File: config.mk
export PLATFORM = sky130hd
export DESIGN_NAME = dac_pair_loader
export DESIGN_NICKNAME = d
export VERILOG_FILES = /design/src/rtl/dac_pair_pkg.sv /design/src/rtl/dac_bus_decode.sv /design/src/rtl/dac_channel.sv /design/src/rtl/dac_range_reg.sv /design/src/rtl/dac_pair_loader.sv
export SDC_FILE = /design/constraint.sdc
export NUM_CORES = 1
export LEC_CHECK = 0
export BUFFER_PORTS_ARGS = -buffer_cell sky130_fd_sc_hd__clkbuf_2
export CORE_ASPECT_RATIO = 0.5
export CORE_MARGIN = 3
export CORE_UTILIZATION = 54
export DETAILED_ROUTE_END_ITERATION = 12
export GPL_ROUTABILITY_DRIVEN = 0
export MAX_ROUTING_LAYER = met4
export PLACE_DENSITY_LB_ADDON = 0.2
export RECOVER_POWER = 50
export SLEW_MARGIN = 40
export SYNTH_ARGS = -nofsm -noshare
export SYNTH_HDL_FRONTEND = slang
export SYNTH_SLANG_ARGS = --single-unit
File: constraint.sdc
create_clock -name clk -period 1.1 [get_ports clk]
set_clock_uncertainty 0.15 [all_clocks]
set_input_delay 0 -clock clk [delete_from_list [all_inputs] [get_ports clk]]
set_output_delay 0 -clock clk [all_outputs]
set_load 0.01 [all_outputs]
File: src/rtl/dac_pair_pkg.sv
package dac_pair_pkg;

  localparam int NUM_CH    = 2;
  localparam int BYTE_W    = 8;
  localparam int WORD_W    = 16;
  localparam int RANGE_W   = 2;
  localparam int RANGE_LSB = 4;

  typedef logic [BYTE_W-1:0]  byte_t;
  typedef logic [WORD_W-1:0]  word_t;
  typedef logic [RANGE_W-1:0] range_t;

  typedef enum logic [RANGE_W-1:0] {
    RNG_BIP_5  = 2'd0,
    RNG_BIP_10 = 2'd1,
    RNG_UNI_5  = 2'd2,
    RNG_UNI_10 = 2'd3
  } range_code_e;

  // Build the left-justified holding word from its two bytes.
  function automatic word_t join_bytes(input byte_t hi, input byte_t lo);
    return {hi, lo};
  endfunction

  // Select the next value of a holding byte.
  function automatic byte_t pick_byte(input logic we, input byte_t fresh, input byte_t held);
    return we ? fresh : held;
  endfunction

endpackage

File: src/rtl/dac_bus_decode.sv
module dac_bus_decode
  import dac_pair_pkg::*;
#(
  parameter int ADDR_W     = 4,
  parameter int DAC_BASE   = 4,
  parameter int RANGE_ADDR = 10
) (
  input  logic                         bus_wr,
  input  logic                         bus_rd,
  input  logic [ADDR_W-1:0]            bus_addr,
  input  logic                         bus_word,
  input  logic [WORD_W-1:0]            bus_wdata,
  input  logic                         sim_mode,
  output logic [NUM_CH-1:0]            lo_we,
  output logic [NUM_CH-1:0]            hi_we,
  output byte_t                        lo_byte,
  output byte_t                        hi_byte,
  output logic                         range_we,
  output logic [RANGE_W*NUM_CH-1:0]    range_bits,
  output logic [NUM_CH-1:0]            indiv_upd,
  output logic                         xfer_all
);

  logic [NUM_CH-1:0] pair_hit;

  // Byte lanes: a word carries both bytes, a byte access always uses lane 0.
  assign lo_byte    = bus_wdata[BYTE_W-1:0];
  assign hi_byte    = bus_word ? bus_wdata[WORD_W-1:BYTE_W] : bus_wdata[BYTE_W-1:0];
  assign range_bits = bus_wdata[RANGE_LSB +: RANGE_W*NUM_CH];
  assign range_we   = bus_wr && (bus_addr == RANGE_ADDR[ADDR_W-1:0]);

  for (genvar c = 0; c < NUM_CH; c++) begin : g_ch
    localparam int PAIR_IDX = (DAC_BASE + 2*c) / 2;
    assign pair_hit[c]  = (bus_addr[ADDR_W-1:1] == PAIR_IDX[ADDR_W-2:0]);
    assign lo_we[c]     = bus_wr && pair_hit[c] && (bus_word || !bus_addr[0]);
    assign hi_we[c]     = bus_wr && pair_hit[c] && (bus_word ||  bus_addr[0]);
    assign indiv_upd[c] = hi_we[c] && !sim_mode;
  end

  assign xfer_all = bus_rd && sim_mode && (|pair_hit);

endmodule

File: src/rtl/dac_channel.sv
module dac_channel
  import dac_pair_pkg::*;
#(
  parameter int CODE_W = 12
) (
  input  logic              clk,
  input  logic              rst_n,
  input  logic              lo_we,
  input  logic              hi_we,
  input  byte_t             lo_byte,
  input  byte_t             hi_byte,
  input  logic              indiv_upd,
  input  logic              xfer_all,
  output word_t             hold_word,
  output logic [CODE_W-1:0] code
);

  byte_t hold_lo, hold_hi;
  byte_t next_lo, next_hi;
  word_t next_word;

  assign next_lo   = pick_byte(lo_we, lo_byte, hold_lo);
  assign next_hi   = pick_byte(hi_we, hi_byte, hold_hi);
  assign next_word = join_bytes(next_hi, next_lo);
  assign hold_word = join_bytes(hold_hi, hold_lo);

  always_ff @(posedge clk or negedge rst_n) begin
    if (!rst_n) begin
      hold_lo <= '0;
      hold_hi <= '0;
    end else begin
      hold_lo <= next_lo;
      hold_hi <= next_hi;
    end
  end

  // Paired transfer takes the word held before this cycle's write.
  always_ff @(posedge clk or negedge rst_n) begin
    if (!rst_n) begin
      code <= '0;
    end else if (xfer_all) begin
      code <= hold_word[WORD_W-1 -: CODE_W];
    end else if (indiv_upd) begin
      code <= next_word[WORD_W-1 -: CODE_W];
    end
  end

endmodule

File: src/rtl/dac_range_reg.sv
module dac_range_reg
  import dac_pair_pkg::*;
(
  input  logic                      clk,
  input  logic                      rst_n,
  input  logic                      range_we,
  input  logic [RANGE_W*NUM_CH-1:0] range_bits,
  output logic [RANGE_W*NUM_CH-1:0] range_q
);

  for (genvar c = 0; c < NUM_CH; c++) begin : g_fld
    always_ff @(posedge clk or negedge rst_n) begin
      if (!rst_n) begin
        range_q[RANGE_W*c +: RANGE_W] <= RNG_UNI_5;
      end else if (range_we) begin
        range_q[RANGE_W*c +: RANGE_W] <= range_bits[RANGE_W*c +: RANGE_W];
      end
    end
  end

endmodule

File: src/rtl/dac_pair_loader.sv
module dac_pair_loader
  import dac_pair_pkg::*;
#(
  parameter int CODE_W     = 12,
  parameter int ADDR_W     = 4,
  parameter int DAC_BASE   = 4,
  parameter int RANGE_ADDR = 10
) (
  input  logic              clk,
  input  logic              rst_n,
  input  logic              bus_wr,
  input  logic              bus_rd,
  input  logic [ADDR_W-1:0] bus_addr,
  input  logic              bus_word,
  input  logic [15:0]       bus_wdata,
  input  logic              sim_mode,
  output logic [CODE_W-1:0] dac0_code,
  output logic [CODE_W-1:0] dac1_code,
  output logic [1:0]        dac0_range,
  output logic [1:0]        dac1_range
);

  logic [NUM_CH-1:0]               lo_we, hi_we, indiv_upd;
  byte_t                           lo_byte, hi_byte;
  logic                            range_we, xfer_all;
  logic [RANGE_W*NUM_CH-1:0]       range_bits, range_q;
  logic [NUM_CH-1:0][WORD_W-1:0]   hold_word;
  logic [NUM_CH-1:0][CODE_W-1:0]   code_q;

  dac_bus_decode #(
    .ADDR_W(ADDR_W), .DAC_BASE(DAC_BASE), .RANGE_ADDR(RANGE_ADDR)
  ) u_decode (
    .bus_wr(bus_wr), .bus_rd(bus_rd), .bus_addr(bus_addr),
    .bus_word(bus_word), .bus_wdata(bus_wdata), .sim_mode(sim_mode),
    .lo_we(lo_we), .hi_we(hi_we), .lo_byte(lo_byte), .hi_byte(hi_byte),
    .range_we(range_we), .range_bits(range_bits),
    .indiv_upd(indiv_upd), .xfer_all(xfer_all)
  );

  for (genvar c = 0; c < NUM_CH; c++) begin : g_chan
    dac_channel #(.CODE_W(CODE_W)) u_chan (
      .clk(clk), .rst_n(rst_n),
      .lo_we(lo_we[c]), .hi_we(hi_we[c]),
      .lo_byte(lo_byte), .hi_byte(hi_byte),
      .indiv_upd(indiv_upd[c]), .xfer_all(xfer_all),
      .hold_word(hold_word[c]), .code(code_q[c])
    );
  end

  dac_range_reg u_range (
    .clk(clk), .rst_n(rst_n),
    .range_we(range_we), .range_bits(range_bits), .range_q(range_q)
  );

  assign dac0_code  = code_q[0];
  assign dac1_code  = code_q[1];
  assign dac0_range = range_q[1:0];
  assign dac1_range = range_q[3:2];

endmodule

Yosys cells after proc, flatten, opt, wreduce, memory -nomap -nowiden
Index checks and enable logic that the tools add are counted.
{"block": "totals", "ff_bits": 60, "latch_bits": 0, "ramBits": 0, "rom_bits": 0, "mem_count": 0}
{"block": "op_classes", "addsub": 0, "mul": 0, "n_div": 0, "magnitude_cmp": 0, "n_eq_ne": 3, "shifts": 0, "mux": 9, "bitwise": 0, "reduce_logical": 18}
{"op": "12-bit two-way mux", "count": 4}
{"op": "8-bit two-way mux", "count": 5}
{"op": "1-bit logical AND", "count": 11}
{"op": "3-bit by 2-bit == test with 1-bit output, second input constant", "count": 2}
{"op": "4-bit == test, second input constant", "count": 1}
{"op": "2-bit nonzero test", "count": 2}
{"op": "1-bit zero test", "count": 2}
{"op": "1-bit logical OR", "count": 2}
{"op": "2-bit OR reduction", "count": 1}

Depth between registers and ports, before layout
Gate-level depths: netlist of run 1.
{"block": "depth", "word_depth": 6, "ltp_mapped": 6, "ltp_nobuf": 3}

By module
A second synthesis of run 1 with hierarchy kept.
{"block": "unflattened", "cells_unflattened": 200, "area_unflattened_um2": 2850.2}
{"mod": "dac_channel", "instances": 2, "cells_each": 79, "area_per_inst_um2": 1184.9, "seq_area_each_um2": 700.7}
{"mod": "dac_bus_decode", "instances": 1, "cells_each": 34, "area_per_inst_um2": 332.8, "seq_area_each_um2": 0.0}
{"mod": "dac_range_reg", "instances": 1, "cells_each": 8, "area_per_inst_um2": 147.6, "seq_area_each_um2": 102.6}

Least setup slack after synthesis of run 1
Ideal clock, no wire load.
{"block": "synth_path", "kind": "input-to-reg", "startpoint": "input port bus_word", "endpoint": "register g_chan[0].u_chan.hold_hi[0]", "arrival_time_ns": 0.974, "required_ns": 0.825, "path_slack_ns": -0.148, "stages": 4, "path_cell_list": "buf_4 > buf_2 > mux2_2 > mux2_2"}
{"block": "synth_between", "elab_chain_cells": 3}
{"item": "from (decl)", "line": "dac_pair_loader.sv:14", "source": "input logic bus_word,"}
{"item": "1-bit logical OR", "line": "dac_bus_decode.sv:36", "source": "assign hi_we[c] = bus_wr && pair_hit[c] && (bus_word || bus_addr[0]);"}
{"item": "1-bit logical AND", "line": "dac_bus_decode.sv:36"}
{"item": "8-bit two-way mux (*)", "line": "dac_pair_pkg.sv:27", "source": "return we ? fresh : held;"}
{"item": "net g_chan[0].u_chan.next_hi[0]", "line": "dac_channel.sv:19", "source": "byte_t next_lo, next_hi;"}
{"item": "to (signal assigned)", "line": "dac_channel.sv:33", "source": "hold_hi <= next_hi;"}
{"item": "to (decl)", "line": "dac_channel.sv:18", "source": "byte_t hold_lo, hold_hi;"}
The timed path passes the listed nets; every way through them passes the cells marked *.
A chain may end at the register's enable or synchronous reset.

Final worst setup path of run 1
{"block": "layout_path", "startpoint": "input port bus_wdata[6]", "endpoint": "register g_chan[0].u_chan.hold_lo[6]"}
{"block": "layout_between", "elab_chain_cells": 1}
{"item": "from (decl)", "line": "dac_pair_loader.sv:15", "source": "input logic [15:0] bus_wdata,"}
{"item": "8-bit two-way mux", "line": "dac_pair_pkg.sv:27"}
{"item": "net g_chan[0].u_chan.next_lo[6]", "line": "dac_channel.sv:19"}
{"item": "to (signal assigned)", "line": "dac_channel.sv:32", "source": "hold_lo <= next_lo;"}
{"item": "to (decl)", "line": "dac_channel.sv:18"}
The timed path passes the listed nets, and every way through them passes these cells.

==> results of run 1 <==
-- per-layer routing --
metal | vias to the layer above | track usage [%]
li1 | 880 | -
met5 | - | -
met2 | 54 | 40.0
met4 | 0 | 3.27
met1 | 933 | 32.2
met3 | 7 | 5.05
-- worst max path at each step --
stage	start	end	slack (ns)	cells past startpoint
floorplan	bus_addr[3]	g_chan[0].u_chan.hold_lo[4]	-0.07	4
global placement	bus_addr[3]	g_chan[1].u_chan.code[6]	-0.24	5
detailed placement	bus_addr[3]	g_chan[1].u_chan.hold_hi[4]	-0.28	4
CTS	u_range.range_q[3]	dac1_range[1]	-0.01	1
global route	u_range.range_q[1]	dac0_range[1]	-0.03	1
finish	bus_wdata[6]	g_chan[0].u_chan.hold_lo[6]	-0.002	4
-- Yosys cell counts (all sizes together) --
master   number
dfstp         2
nand4b        3
buf          10
or2           5
nand4bb       1
dfrtp        50
nand2        24
nor2          5
a22oi         8
clkbuf        2
o221ai       24
nor2b         1
mux2i         8
o21ai         2
and4b         1
o21bai        1
mux2         36
inv          24
-- power groups by stage --
stage / clock network, µW / registers [µW] / logic [µW]
floorplan: 0 / 2810 / 648
global placement: 0 / 2700 / 1280
detailed placement: 0 / 2730 / 1330
CTS: 1050 / 2690 / 1350
global route: 1130 / 2760 / 1500
finish: 1010 / 2700 / 1350
-- cell type report --
cell class,count,share of cell area (%)
sequential,52,42.4
clock inverter,1,0.163
tap,54,2.20
clock buffer,7,2.48
inverter,24,2.93
timing repair buffer,76,16.0
multi-input combinational,119,33.8
-- what timing repair did --
item	CTS	global route
hold endpoints to repair	99	35
hold buffers	8	3
resized for setup	0	6
pin swaps	0	1
endpoints found under the setup margin	2	27
-- flip-flops by register name (all words and copies together) (netlist names) --
| signal | count |
|---|---|
| g_chan.u_chan.code | 24 |
| g_chan.u_chan.hold_lo | 8 |
| g_chan.u_chan.hold_hi | 16 |
| u_range.range_q | 4 |
-- cell families (layout without fill, tap and decap cells) --
kind of cell | Yosys count | after routing
simple gates | 40 | 40
flops | 52 | 52
buf+inv | 36 | 108
compound gates | 35 | 35
mux | 44 | 44
-- stage by stage --
stage | util (%) | hold WS, ns | setup WS [ns] | cell area (µm²) | power (µW)
2_1_floorplan | - | -0.446 | -0.0725 | 2500 | 3460
3_3_place_gp | 70.0 | -0.298 | -0.238 | 2910 | 3970
3_5_place_dp | 70.0 | -0.296 | -0.284 | 2910 | 4050
4_1_cts | 73.8 | -0.139 | -0.00998 | 3070 | 5090
5_1_grt | 73.8 | -0.0461 | -0.0270 | 3070 | 5390
6_report | 73.8 | -0.0548 | -0.00249 | 3070 | 5070
-- worst register-to-register path, cell delays in order (launching register included) --
cell	delay [ns]
dfrtp_1	0.41
a22oi_1	0.20
o221ai_1	0.15
==> results.md, run 1 <==
- Outcome: finished, violations left
- Failing checks: hold timing, setup timing
- Mux share of post-synthesis cell area: between 20% and 30%
- FF-to-FF Start: g_chan[0].u_chan.hold_lo[4]
- Most frequent cells in the layout: 50 x dfrtp_1, 50 x clkbuf_2, 32 x mux2_2
- Width of the die: 102 µm
- Worst-case hold path end point: g_chan[1].u_chan.code[6]
- Seq/Total Area, Yosys: approximately 52%
- Via Count: 1874
- Die height: 54.1 µm
- Storage cell area: ~1300 µm²
- Fill cell count: between 200 and 300
- Lkg Pwr: about 0.0014 µW
- Cell accounting for the most synthesized area: dfrtp_1
- DRC violations left: 0
- Slowest CP cell: dlygate4sd3_1
- Clk network pwr share: 20.0%
- Root Buffer: clkbuf_8
- WP buf/inv: 3
- Worst Reg-to-Reg Cells: 2
- Max IR drop VDD: slightly below 0.9 mV
- Mapped cell area: approximately 2500 µm²
- Initial DRT Pass Iterations: 4
- DRT met1 WL: roughly 2700 µm
- Met3 Wirelength: between 200 and 300 µm
- Vias in the first global route: just under 2k
- Worst path arrival time: roughly 1.1 ns
- Compound-cell area share of the yosys netlist: 11.8%
- Initial antenna violation count: 0
- # diodes: 0
- RSZ-0062 raised after global routing: true
- Relative slew slack: 60.8%
- Clk sink count: 52
- Fmax: 907 MHz
- Final Cycle Share: 100%
- Largest net degree at the start of global routing: 47
- Endpoint type of the worst setup path: register
- Starting DRT DRC Count: between 60 and 70
- Routed Wire Length: 5780 µm
- First-pass GRT wire length: slightly below 10000 µm
- Largest cells by area after synthesis: dfrtp_1 50%, mux2_2 14%, o221ai_1 8.1%
- Clock-pin slew on the worst setup and hold paths: 0.09 ns
- Share of layout cells above drive strength 1: between 40% and 50%
- Max H-tree Level: 2
- Core area: 4160 µm²
- Site Rows: 16
- Area grow syn2layout: 23.2%
- Routed WL per cell: about 17 µm
- Post-route minimum period: 1.10 ns
- Routed Antenna Nets: 0
- Avg Inst Size Synth: ~12 µm²
- CP required: about 1.1 ns
- Reg2reg setup slack: around 0.070 ns
- CTS tree: done
- Synthesized net count: around 230
- Worst Tran Pin Value: 0.589 ns
- Reg2reg end: g_chan[0].u_chan.code[0]
- Synth Area in Adders: 0%
- Hold_sp: bus_wdata[2]
- Crit start category: input port
- Register bit count reported by yosys: 52
- Post-CTS setup buffers: 0
- Max Buffers Root-to-Sink: 2
- Sw Ratio: between 20% and 30%
- Crit Path Max Fanout: 4
- Die ar.: around 5500 µm²
- DR WL met2: roughly 2800 µm
- IO Port Bufs: 53
- Post-synth top area share: 50.2%
- Top Family by Delay on Critical Path: buffers and inverters
- Comb pwr share: between 20% and 30%
- Final HPWL DP: 4100 µm
- Initial Util: around 60%
- Total CTS buffers: 5
- YS warnings: 0
- Placed insts: 318
- Crit Path Category: in2reg
- Reg power frac: a little over half
- Internal cell power: around 3600 µW
- Final worst slack: -0.00249 ns
- Vias per inst: 5.63
- Slew Viols, Final: 0
- Crit path cell chain: clkbuf_2, buf_4, dlygate4sd3_1, mux2_4
- Post-Synthesis Cells: 207
- Area occupied by multi-input gates: just over 1000 µm²
- Count of final setup violators: 1
- Total Routing Usage GR: roughly a quarter
- Top Metal Used: met4
- Io pins: 54
- Post-Synth XOR/XNOR Area: 0%
- NumNets Final: 304
- Non-filler cells, final: approximately 330
- Hold Violations, Final: 34
- Min-delay worst type: in2reg
- Power per standard cell area: 1650 nW/µm²
- Simple-Gate Fraction of Synth Area: a little under a tenth
- Hold Slack: -0.0548 ns
- Main combinational cell family by area after synthesis: multiplexers
- Clk_lat worst skew: a little under 0.3 ns
- Synth unique cells: 26
- Hold depth: 3
- Worst path max stage delay: ~0.61 ns
- Grt ovf: 0
- Setup TNS: -0.00249 ns
- Number of max-cap violations: 0
- Sw Pwr: roughly 1500 µW
Note: power is estimated with default switching activity, not from simulation.
==> run 2, diff against run 1 <==
- CORE_ASPECT_RATIO: 0.5 -> 1.5
- REMOVE_ABC_BUFFERS: default -> 1
==> run 2 against run 1 <==
Effect of this change:
- the flow still finishes with violations (hold timing, setup timing)
- power rose by 7.5%
- sequential power barely moved
- via count rose by 3.8%
- sequential share of layout area fell by 2.0 points
- largest cell class unchanged
- combinational power rose by 3%
- largest power group unchanged
==> results.md, run 2 (synthesis gave the netlist of run 1 again) <==
- Reg2reg setup slack: 0.09 ns
- Clk network pwr share: 24.8%
- Post-route minimum period: roughly 1.2 ns
- Max IR drop VDD: around 1.1 mV
- Worst path max stage delay: a little under 0.6 ns
- Vias in the first global route: 1978
- Vias per inst: roughly 5.7
- CTS tree: done
- Crit Path Max Fanout: 2
- Width of the die: between 60 and 70 µm
- Die ar.: 5490 µm²
- Grt ovf: 0
- Initial antenna violation count: 0
- CP required: 1.14 ns
- Max reg flops: 24
- Io pins: 54
- Hold Violations, Final: 30
- Biggest regs: g_chan.u_chan.code: 24 flops, g_chan.u_chan.hold_hi: 16 flops, g_chan.u_chan.hold_lo: 8 flops
- Largest register by flop count: g_chan.u_chan.code
- Sw Ratio: 29.3%
- Comb pwr share: between 20% and 30%
- Routed Antenna Nets: 0
- Area grow syn2layout: 29.3%
- Power per standard cell area: ~1700 nW/µm²
- Routed Wire Length: about 6300 µm
- Share of layout cells above drive strength 1: between 40% and 50%
- Clock-pin slew on the worst setup and hold paths: 0.11 ns
- Min-delay worst type: in2reg
- Final Cycle Share: 106%
- # diodes: 0
- Max H-tree Level: 2
- Final worst slack: -0.0657 ns
- Root Buffer: clkbuf_8
- Final HPWL DP: approximately 4500 µm
- DRC violations left: 0
- Count of final setup violators: 12
- Util after Layout: around three quarters
- Die height: between 80 and 90 µm
- Total CTS buffers: 5
- Crit path cell chain: clkbuf_2, dlygate4sd3_1, mux2_4, mux2_2
- First-pass GRT wire length: 9770 µm
- Endpoint type of the worst setup path: register
- Slew Viols, Final: 0
- Largest net degree at the start of global routing: 25
- Max Buffers Root-to-Sink: 2
- Worst Tran Pin Value: 0.392 ns
- Sw Pwr: around 1600 µW
- Slowest CP cell: dlygate4sd3_1
- Crit start category: input port
- Number of max-cap violations: 0
- Failing checks: hold timing, setup timing
- Crit Path Category: in2reg
- Lkg Pwr: between 0.0015 and 0.002 µW
- Reg power frac: between 40% and 50%
- NumNets Final: 319
- RSZ-0062 raised after global routing: true
- Clk_lat worst skew: just over 0.3 ns
- Core area: approximately 4400 µm²
- Setup TNS: -0.449 ns
- Worst path arrival time: between 1 and 1.5 ns
- Fmax: between 800 and 900 MHz
- Relative slew slack: approximately 74%
- Initial Util: 57.3%
- Hold Slack: -0.0431 ns
- Internal cell power: 3850 µW
- Setup WS pre-CTS: -0.239 ns
- IO Port Bufs: 53
- Site Rows: 29
- Routed WL per cell: 18.5 µm
- Outcome: finished, violations left
- Via Count: ~1.9k
- Fill cell count: between 300 and 400
- Initial DRT Pass Iterations: 4
- Clk sink count: between 50 and 60
- Most frequent cells in the layout: 50 x dfrtp_1, 50 x clkbuf_2, 29 x mux2_2
- Starting DRT DRC Count: 92
- Total Routing Usage GR: about 25%
- Post-CTS setup buffers: 0
==> run 2: per-layer routing <==
metal	routed length, µm	GRT usage [%]	up-vias
met5	0	-	-
li1	-	-	908
met1	2490	29.1	954
met4	159	8.30	0
met2	3340	43.3	69
met3	296	4.48	14
==> run 2: per-stage QoR <==
step | instance area, µm² | instances | power (µW)
4_1_cts | 3200 | 336 | 5440
2_1_floorplan | 2420 | 195 | 3420
5_1_grt | 3220 | 340 | 5760
6_report | 3220 | 340 | 5450
3_5_place_dp | 2970 | 317 | 4070
3_3_place_gp | 2970 | 317 | 4020
==> run 2: worst paths after layout <==
kind,startpoint,endpoint,cells after the start
max,bus_wdata[9],g_chan[0].u_chan.hold_hi[1],4
min,bus_wdata[15],g_chan[0].u_chan.code[11],3
max reg2reg,g_chan[0].u_chan.hold_lo[5],g_chan[0].u_chan.code[1],2
min reg2reg,g_chan[1].u_chan.hold_hi[1],g_chan[1].u_chan.code[5],2
max in group asynchronous,rst_n,g_chan[1].u_chan.hold_hi[6],3
min in group asynchronous,rst_n,g_chan[1].u_chan.code[2],2
==> run 2: critical path, delay by kind of cell <==
family   cells  cell delay [ns]
mux          2             0.54
buf+inv      2             0.67
==> run 2: repair_timing <==
action | in CTS | in global routing
cloned | 0 | 0
endpoints found under the setup margin | 2 | 14
resized for setup | 1 | 8
hold buffers | 11 | 10
endpoints found under the hold margin | 99 | 34
==> run 2: power by group through the flow <==
stage / Clock (µW) / Combinational (µW) / Sequential, µW
after floorplan: 0 / 615 / 2810
after global placement: 0 / 1310 / 2710
after detailed placement: 0 / 1350 / 2730
after CTS: 1360 / 1390 / 2690
after global routing: 1450 / 1540 / 2770
final: 1350 / 1390 / 2700
==> run 2: area by class of cell <==
cell class | count | area (µm²) | area share (%)
Sequential cell | 52 | 1300 | 40.4
Clock buffer | 5 | 68.8 | 2.13
Multi-Input combinational cell | 119 | 1030 | 31.8
Clock inverter | 3 | 47.5 | 1.47
Inverter | 24 | 90.1 | 2.79
Tap cell | 46 | 57.6 | 1.79
Timing Repair Buffer | 91 | 631 | 19.6
